[config.mk]
export PLATFORM = sky130hd
export DESIGN_NAME = pwmclk_gen
export DESIGN_NICKNAME = d
export VERILOG_FILES = /design/src/rtl/pwmclk_pkg.sv /design/src/rtl/pwmclk_regs.sv /design/src/rtl/pwmclk_div.sv /design/src/rtl/pwmclk_gen.sv
export SDC_FILE = /design/constraint.sdc
export NUM_CORES = 1
export LEC_CHECK = 0
export ABC_AREA = 1
export BUFFER_PORTS_ARGS = -buffer_cell sky130_fd_sc_hd__buf_4
export CORE_MARGIN = 2
export CORE_UTILIZATION = 45
export CTS_CLUSTER_SIZE = 24
export DETAILED_ROUTE_END_ITERATION = 10
export GPL_ROUTABILITY_DRIVEN = 0
export SYNTH_ARGS = -nofsm -noshare
export SYNTH_HDL_FRONTEND = slang
export SYNTH_HIERARCHICAL = 1
export SYNTH_SLANG_ARGS = --single-unit
[constraint.sdc]
create_clock -name clk_i -period 5.5 [get_ports clk_i]
set_clock_uncertainty 0.05 [all_clocks]
set_input_delay 0.825 -clock clk_i [delete_from_list [all_inputs] [get_ports clk_i]]
set_output_delay 0.825 -clock clk_i [all_outputs]
set_load 0.02 [all_outputs]
[src/rtl/pwmclk_pkg.sv]
package pwmclk_pkg;
  localparam int HALF_W  = 16;
  localparam int DIV_W   = 8;
  localparam int PRE_W   = HALF_W - DIV_W;
  localparam int PRE_MAX = 10;
  localparam int NUM_CLK = 2;
  localparam int REG_W   = NUM_CLK * HALF_W;

  typedef struct packed {
    logic [PRE_W-1:0] pre;
    logic [DIV_W-1:0] div;
  } clk_cfg_t;
endpackage

[src/rtl/pwmclk_regs.sv]
module pwmclk_regs
  import pwmclk_pkg::*;
(
  input  logic             clk_i,
  input  logic             rst_ni,
  input  logic             wr_en_i,
  input  logic [REG_W-1:0] wr_data_i,
  output logic [REG_W-1:0] mode_o,
  output clk_cfg_t         cfg_o     [NUM_CLK],
  output logic             restart_o [NUM_CLK]
);
  logic [REG_W-1:0] mode_q;

  always_ff @(posedge clk_i or negedge rst_ni) begin
    if (!rst_ni)      mode_q <= '0;
    else if (wr_en_i) mode_q <= wr_data_i;
  end

  assign mode_o = mode_q;

  for (genvar g = 0; g < NUM_CLK; g++) begin : g_half
    assign cfg_o[g] = clk_cfg_t'(mode_q[g*HALF_W +: HALF_W]);
    // only a changed half restarts its divider
    assign restart_o[g] = wr_en_i &&
        (wr_data_i[g*HALF_W +: HALF_W] != mode_q[g*HALF_W +: HALF_W]);
  end
endmodule

[src/rtl/pwmclk_div.sv]
module pwmclk_div
  import pwmclk_pkg::*;
(
  input  logic     clk_i,
  input  logic     rst_ni,
  input  logic     restart_i,
  input  clk_cfg_t cfg_i,
  output logic     tick_o
);
  localparam int PCNT_W = (PRE_MAX > 0) ? PRE_MAX : 1;

  logic [PCNT_W-1:0] pre_cnt_q, pre_lim;
  logic [DIV_W-1:0]  lin_cnt_q;
  logic              tick_q;
  logic              run, pre_wrap, lin_last;

  // mask of p ones = 2^p - 1, without a wide shifter
  always_comb begin
    pre_lim = '0;
    for (int k = 0; k < PRE_MAX; k++) pre_lim[k] = (cfg_i.pre > PRE_W'(k));
  end

  assign run      = (cfg_i.div != '0) && (cfg_i.pre <= PRE_W'(PRE_MAX));
  assign pre_wrap = (pre_cnt_q == pre_lim);
  assign lin_last = (lin_cnt_q == cfg_i.div - DIV_W'(1));

  always_ff @(posedge clk_i or negedge rst_ni) begin
    if (!rst_ni) begin
      pre_cnt_q <= '0;
      lin_cnt_q <= '0;
      tick_q    <= 1'b0;
    end else if (restart_i || !run) begin
      pre_cnt_q <= '0;
      lin_cnt_q <= '0;
      tick_q    <= 1'b0;
    end else begin
      tick_q    <= pre_wrap && lin_last;
      pre_cnt_q <= pre_wrap ? '0 : pre_cnt_q + PCNT_W'(1);
      if (pre_wrap) lin_cnt_q <= lin_last ? '0 : lin_cnt_q + DIV_W'(1);
    end
  end

  assign tick_o = tick_q;
endmodule

[src/rtl/pwmclk_gen.sv]
module pwmclk_gen
  import pwmclk_pkg::*;
(
  input  logic             clk_i,
  input  logic             rst_ni,
  input  logic             wr_en_i,
  input  logic [REG_W-1:0] wr_data_i,
  output logic [REG_W-1:0] rd_data_o,
  output logic             tick_a_o,
  output logic             tick_b_o
);
  clk_cfg_t           cfg     [NUM_CLK];
  logic               restart [NUM_CLK];
  logic [NUM_CLK-1:0] tick;

  pwmclk_regs u_regs (
    .clk_i     (clk_i),
    .rst_ni    (rst_ni),
    .wr_en_i   (wr_en_i),
    .wr_data_i (wr_data_i),
    .mode_o    (rd_data_o),
    .cfg_o     (cfg),
    .restart_o (restart)
  );

  for (genvar g = 0; g < NUM_CLK; g++) begin : g_div
    pwmclk_div u_div (
      .clk_i     (clk_i),
      .rst_ni    (rst_ni),
      .restart_i (restart[g]),
      .cfg_i     (cfg[g]),
      .tick_o    (tick[g])
    );
  end

  assign tick_a_o = tick[0];
  assign tick_b_o = tick[1];
endmodule

==> results of run 1 <==
## cells by family (layout without fill, tap and decap cells)
kind of cell | count (synthesis) | count (layout) | synth area share [%]
AND/OR/NAND/NOR | 524 | 524 | 42.72
buffers and inverters | 186 | 227 | 15.04
AO/OA/AOI/OAI | 70 | 70 | 6.494
flip-flops | 70 | 70 | 30.93
XOR/XNOR | 18 | 18 | 3.048
adder cells (fa/ha/maj) | 8 | 8 | 1.767
## metal layers
layer | track usage, % | routed length, um
met1 | 28.37 | 6373
met2 | 35.09 | 6382
met3 | 4.619 | 496
met4 | 6.905 | 221
met5 | 0 | 0
## cells in the mapped netlist (all sizes together)
master and n:
a21oi 12, buf 43, dfrtp 70, ha 8
inv 143, nand2 320, nand3 72, nand4 10
nor2 118, nor3 2, nor3b 2, o21ai 54
o21bai 4, xnor2 4, xor2 14
## through the flow
| stage | utilization, % | hold WS, ns |
|---|---|---|
| global placement | 49.91 | 0.4614 |
| finish | 52.57 | 0.4737 |
| floorplan | - | 0.4186 |
| CTS | 52.57 | 0.4760 |
| detailed placement | 49.91 | 0.4685 |
| global route | 52.57 | 0.4933 |
## worst max-delay path: cells and delay by family, from the launching register on
kind	cells	cell delay (ns)
compound gates	3	0.37
buf+inv	2	0.15
flops	1	0.59
simple gates	7	1.13
## power by group through the flow
stage / clock network (mW) / logic [mW] / registers, mW
floorplan: 0 / 0.232 / 0.579
global placement: 0 / 0.298 / 0.592
detailed placement: 0 / 0.304 / 0.593
CTS: 0.659 / 0.305 / 0.584
global route: 0.682 / 0.345 / 0.589
finish: 0.642 / 0.304 / 0.584
## registers in the layout, indices dropped and copies added (netlist names)
register	count
g_div.u_div/pre_cnt_q	20
u_regs/mode_o	32
g_div.u_div/lin_cnt_q	16
g_div.u_div/tick_o	2
## layout by cell type, fill, tap and decap left out, types with 9 or more instances in the layout
cell type  count
o21ai_0       10
o21ai_1       42
nand3_2       24
nand3_1       48
a21oi_1       12
clkbuf_16      9
inv_1        136
nor2_1        95
dfrtp_1       70
buf_4         68
xor2_1        14
nand2_1      312
nor2_4        18
## worst max-delay path by stage
stage,to,start
after floorplan,g_div[1].u_div/pre_cnt_q[4],wr_data_i[28]
after global placement,g_div[1].u_div/pre_cnt_q[7],wr_en_i
after detailed placement,g_div[0].u_div/lin_cnt_q[6],wr_data_i[7]
after CTS,g_div[1].u_div/lin_cnt_q[2],u_regs/mode_o[27]
after global routing,g_div[0].u_div/lin_cnt_q[1],u_regs/mode_o[11]
final,g_div[1].u_div/lin_cnt_q[2],u_regs/mode_o[27]
## final cells by class
type,count,area (um2)
multi-input cells,620,3060
clock inverters,6,85.08
fillers,1209,5768
flip-flops and latches,70,1752
inverters,143,536.8
well taps,168,210.2
repair buffers,68,510.5
clock buffers,10,239.0
==> impl_results.md, run 1 <==
- Dpl ws: 2.788 ns
- Worst-path clk slew: 0.06 ns
- Postcts setup bufs: 0
- Slew HR: 38.54%
- Post-Syn Area: 5664 um2
- Hold Crit Depth: 1
- FF-to-FF End: g_div[1].u_div/lin_cnt_q[2]
- Resized Gates After CTS: 0
- Min Tclk post-route: 2.370 ns
- Outcome: finished, final reports clean
- Post-DR vias/cell: 4.770
- Hold_buf cts: 0
- Slew Limit Fails: 0
- Core ar.: 12160 um2
- Worst reg2reg startpoint: u_regs/mode_o[27]
- DR WL/cell: 12.42 um
- Residual DRC count: 0
- Pwr Total: 1.529 mW
- CTS sink count: 70
- Via Count: 5175
- VDD IR-drop max: 0.0001091 V
- Initial drt markers: 334
- CTS tree: built
- Final Net Count: 955
- RSZ-0062 raised after global routing: no
- Worst setup EP type: register
- Sw power: 0.4728 mW
- Worst endpoint required time: 5.72 ns
- Pin count of the biggest net entering global routing: 71
- Clk root buf: clkbuf_16
- Crit Path Category: register to register
- Initial Util: 46.57%
- Endpoints failing hold: 0
- Most frequent CP cell: nand2_1
- HPWL Detailed: 9.935 mm
- Overall routing resource usage: 21.40%
- Fmax: 421.9 MHz
- Area share of the largest cell type after synthesis: 30.93%
- Clock Path Buffers: 2
- Hold Crit Start: g_div[0].u_div/pre_cnt_q[0]
- Die Y: 116.2 um
- H-tree lvl count: 3
- Crit-path max cell delay: 0.59 ns
- Max cap viols: 0
- Seq cells post-synth: 70
- Synthesis-to-finish area growth: 12.88%
- Synth area leaders: dfrtp_1, nand2_1, inv_1, nor2_1, buf_4
- Num rows: 40
- Yosys top cell by area: dfrtp_1
- Syn_nets: 919
- Class of the worst hold path: register to register
- Fin crit share: 43.10%
- Fin cells: 1085
- Setup TNS: 0 ns
- I/O Pins: 69
- Placed cells: 1069
- Int Power: 1.056 mW
- Gate power share: 19.9%
- CP startpoint kind: register
- PwrDens: 239.2 nW/um2
- Dpl cell area: 6070 um2
- Sw Ratio: 30.92%
- N_diodes: 0
- Clock share of power: 42.0%
- Number of routed nets with antenna violations: 0
- First-pass GRT wire length: 22.78 mm
- Worst-Margin Slew: 0.9218 ns
- Vias in the first global route: 4921
- Synth cell types: 27
- FF-to-FF path depth: 12
- Critical-path maximum fanout: 13
- # setup viols final: 0
- Die area: 13500 um2
- Post-Syn Area per Cell: 6.466 um2
- Worst-Skew Late Latency: 0.34 ns
- DIE WIDTH: 116.2 um
- Antenna violations before repair: 0
- Fin worst setup slack: 3.130 ns
- CP Data Arrival Time: 2.59 ns
- Final instance area: 6394 um2
- WHS Endpoint: g_div[0].u_div/pre_cnt_q[0]
- Leakage: 3.346 nW
- Synthesized instance count: 876
- Grt ovf: 0
- Cell chain of the critical path: inv_1 -> nand2_1 -> nand2_1 -> nor2_1 -> nand2_1 -> nor2_1 -> a21oi_1 -> inv_1 -> o21ai_0 -> nor2_4 -> nand4_4 -> o21ai_1
- Share of cells above drive strength 1: 16.58%
- Port buffer count: 68
- Register-to-Register Setup Slack: 3.13 ns
- DRT Wirelength: 13.47 mm
- Highest-delay cell along the critical path: dfrtp_1
- CTS buffer count: 9
- Sequential cell fraction of total power: 38.2%
- Sequential element share of the synthesized area: 30.93%
- Initial DRT Pass Iterations: 5
- Ys Warns: 6
(Power assumes the default switching activity.)
==> run 2, diff against run 1 <==
Clock period 5.5 ns to 2.2 ns, I/O delays scaled along.
==> run 2 against run 1 <==
Against the previous run:
- combinational power rose to 2.7 times the previous value
- clock power rose by 130%
- largest power group unchanged
- global-route usage fell by 0.64 points
- via count barely moved
==> impl_results.md, run 2 (synthesis results as in run 1) <==
- N_diodes: 0 (unchanged)
- Core ar.: 12160 um2 (unchanged)
- Clock Path Buffers: 2 (unchanged)
- Initial DRT Pass Iterations: 4 (was 5)
- Most common cell after layout, fill and taps aside: nand2_1 (unchanged)
- DIE WIDTH: 116.2 um (unchanged)
- Leakage: 3.424 nW (was 3.346 nW)
- VDD IR-drop max: 0.0005043 V (was 0.0001091 V)
- Critical-path maximum fanout: 8 (was 13)
- Most frequent CP cell: nand2_1 (unchanged)
- Post-DR vias/cell: 4.689 (was 4.770)
- Antenna violations before repair: 0 (unchanged)
- Crit Path Category: register to register (unchanged)
- Fin crit share: 91.57% (was 43.10%)
- WHS: 0.1604 ns (was 0.4737 ns)
- Register-to-Register Setup Slack: 0.19 ns (was 3.13 ns)
- Most frequent cells in the layout: nand2_1, inv_1, nor2_1 (unchanged)
- Worst setup EP type: register (unchanged)
- Overall routing resource usage: 20.77% (was 21.40%)
- Max reg flops: 32 (unchanged)
- Worst reg2reg startpoint: u_regs/mode_o[13] (was u_regs/mode_o[27])
- Setup crit end: g_div[0].u_div/lin_cnt_q[2] (was g_div[1].u_div/lin_cnt_q[2])
- # setup viols final: 0 (unchanged)
- Grt ovf: 0 (unchanged)
- Crit. Startpoint: u_regs/mode_o[13] (was u_regs/mode_o[27])
- RSZ-0062 raised after global routing: no (unchanged)
- Highest-delay cell along the critical path: dfrtp_1 (unchanged)
- HPWL Detailed: 9.822 mm (was 9.935 mm)
- Cell chain of the critical path: inv_1 -> nand2_1 -> nand2_1 -> nor2_1 -> nand2_1 -> nor2_1 -> a21oi_1 -> inv_1 -> o21ai_0 -> nor2_4 -> buf_4 -> nand3_2 -> o21ai_1 (was inv_1 -> nand2_1 -> nand2_1 -> nor2_1 -> nand2_1 -> nor2_1 -> a21oi_1 -> inv_1 -> o21ai_0 -> nor2_4 -> nand4_4 -> o21ai_1)
- FF-to-FF path depth: 13 (was 12)
- Number of routed nets with antenna violations: 0 (unchanged)
- CP bufs+invs: 3 (was 2)
- H-tree lvl count: 3 (unchanged)
- Class of the worst hold path: primary input to register (was register to register)
- PwrDens: 565.9 nW/um2 (was 239.2 nW/um2)
- Fillers: 1229 (was 1209)
- Port buffer count: 68 (unchanged)
- Vias in the first global route: 4970 (was 4921)
- Slew Limit Fails: 0 (unchanged)
- Crit-path max cell delay: 0.47 ns (was 0.59 ns)
- CP top delay family: simple AND/OR/NAND/NOR gates (unchanged)
- Worst endpoint required time: 2.41 ns (was 5.72 ns)
- Initial drt markers: 257 (was 334)
- First-pass GRT wire length: 22.38 mm (was 22.78 mm)
- Placed cells: 1087 (was 1069)
- Initial Util: 46.57% (unchanged)
- CP startpoint kind: register (unchanged)
- Outcome: finished, final reports clean (unchanged)
- Die area: 13500 um2 (unchanged)
- Worst-Margin Slew: 0.6174 ns (was 0.9218 ns)
- DR WL/cell: 11.54 um (was 12.42 um)
- Worst-path clk slew: 0.06 ns (about the same)
- Fin cells: 1104 (was 1085)
- CTS buffer count: 9 (unchanged)
- Fmax: 496.4 MHz (was 421.9 MHz)
- WP depth: 13 (was 12)
- Via Count: 5177 (was 5175)
- Worst-Skew Late Latency: 0.33 ns (was 0.34 ns)
- Die Y: 116.2 um (unchanged)
- Multi-input logic area: 3065 um2 (was 3060 um2)
- CTS sink count: 70 (unchanged)
- CP Data Arrival Time: 2.22 ns (was 2.59 ns)
- FF-to-FF End: g_div[0].u_div/lin_cnt_q[2] (was g_div[1].u_div/lin_cnt_q[2])
- Min Tclk post-route: 2.015 ns (was 2.370 ns)
- Pin count of the biggest net entering global routing: 63 (was 71)
- FF/Latch Area: 1763 um2 (was 1752 um2)
- Num rows: 40 (unchanged)
- Clk root buf: clkbuf_16 (unchanged)
- Synthesis-to-finish area growth: 15.48% (was 12.88%)
- I/O Pins: 69 (unchanged)
- Share of cells above drive strength 1: 19.23% (was 16.58%)
- Setup TNS: 0 ns (unchanged)
- CTS tree: built (unchanged)
- Dpl cell area: 6217 um2 (was 6070 um2)
- Slew HR: 58.84% (was 38.54%)
- Residual DRC count: 0 (unchanged)
- DRT Wirelength: 12.74 mm (was 13.47 mm)
- Final Core Density: 53.79% (was 52.57%)
- Final Net Count: 975 (was 955)
- Endpoints failing hold: 0 (unchanged)
- Max cap viols: 0 (unchanged)
- Final instance area: 6541 um2 (was 6394 um2)
==> run 2: cell types whose count changed in the layout (fill, tap and decap cells not counted) <==
cell,before,now
nor2_1,95,94
clkbuf_1,0,1
buf_12,0,1
nor2_2,5,6
dfrtp_1,70,61
clkinvlp_4,2,1
dfrtp_2,0,9
nand2_2,6,7
nand2_1,312,311
buf_4,68,86
bufinv_16,2,1
dlygate4sd3_1,0,1
==> run 2: per-layer routing <==
layer  vias to the layer above  track usage [%]  wire length (um)
met4                         0            6.905               135
met2                        62            34.78              6134
met3                        12            3.373               296
met1                      2347            27.53              6176
li1                       2756                -                 -
met5                         -                0                 0
==> run 2: worst min-delay path by stage <==
stage	startpoint	to	slack, ns	cells after the start
4_1_cts	wr_data_i[7]	u_regs/mode_o[7]	0.15	3
5_1_grt	wr_data_i[7]	u_regs/mode_o[7]	0.17	3
6_report	wr_data_i[7]	u_regs/mode_o[7]	0.16	3
2_1_floorplan	rst_ni	g_div[0].u_div/lin_cnt_q[0]	-0.02	0
3_5_place_dp	rst_ni	u_regs/mode_o[14]	0.27	1
3_3_place_gp	rst_ni	u_regs/mode_o[14]	0.26	1
==> run 2: through the flow <==
step / power, mW / worst slack, ns
after floorplan: 2.027 / 0.4353
after global placement: 2.257 / 0.1260
after detailed placement: 2.276 / 0.1054
after CTS: 3.757 / 0.07119
after global routing: 3.932 / 0.005731
final: 3.702 / 0.1854
==> run 2: report_power, final <==
group	internal, mW	switching, mW
Combinational	0.316	0.509
Clock	0.898	0.549
Sequential	1.35	0.0835
Total	2.56	1.14
==> run 2: worst min-delay path, delay by kind of cell <==
family	cells	cell delay, ns
simple gates	2	0.09
buf+inv	1	0.09
==> run 2: what timing repair did <==
action	in CTS	in global routing
buffers inserted	0	1
resized for setup	0	11
endpoints found under the setup margin	0	34
hold buffers	1	0
hold endpoints to repair	30	0
==> run 2: cell type report <==
| type | instances | share of cell area, % |
|---|---|---|
| clock inverter | 4 | 0.7269 |
| multi-input combinational | 620 | 46.86 |
| sequential | 70 | 26.95 |
| tap | 168 | 3.213 |
| clock buffer | 11 | 3.711 |
| inverter | 143 | 8.206 |
| timing repair buffer | 88 | 10.33 |
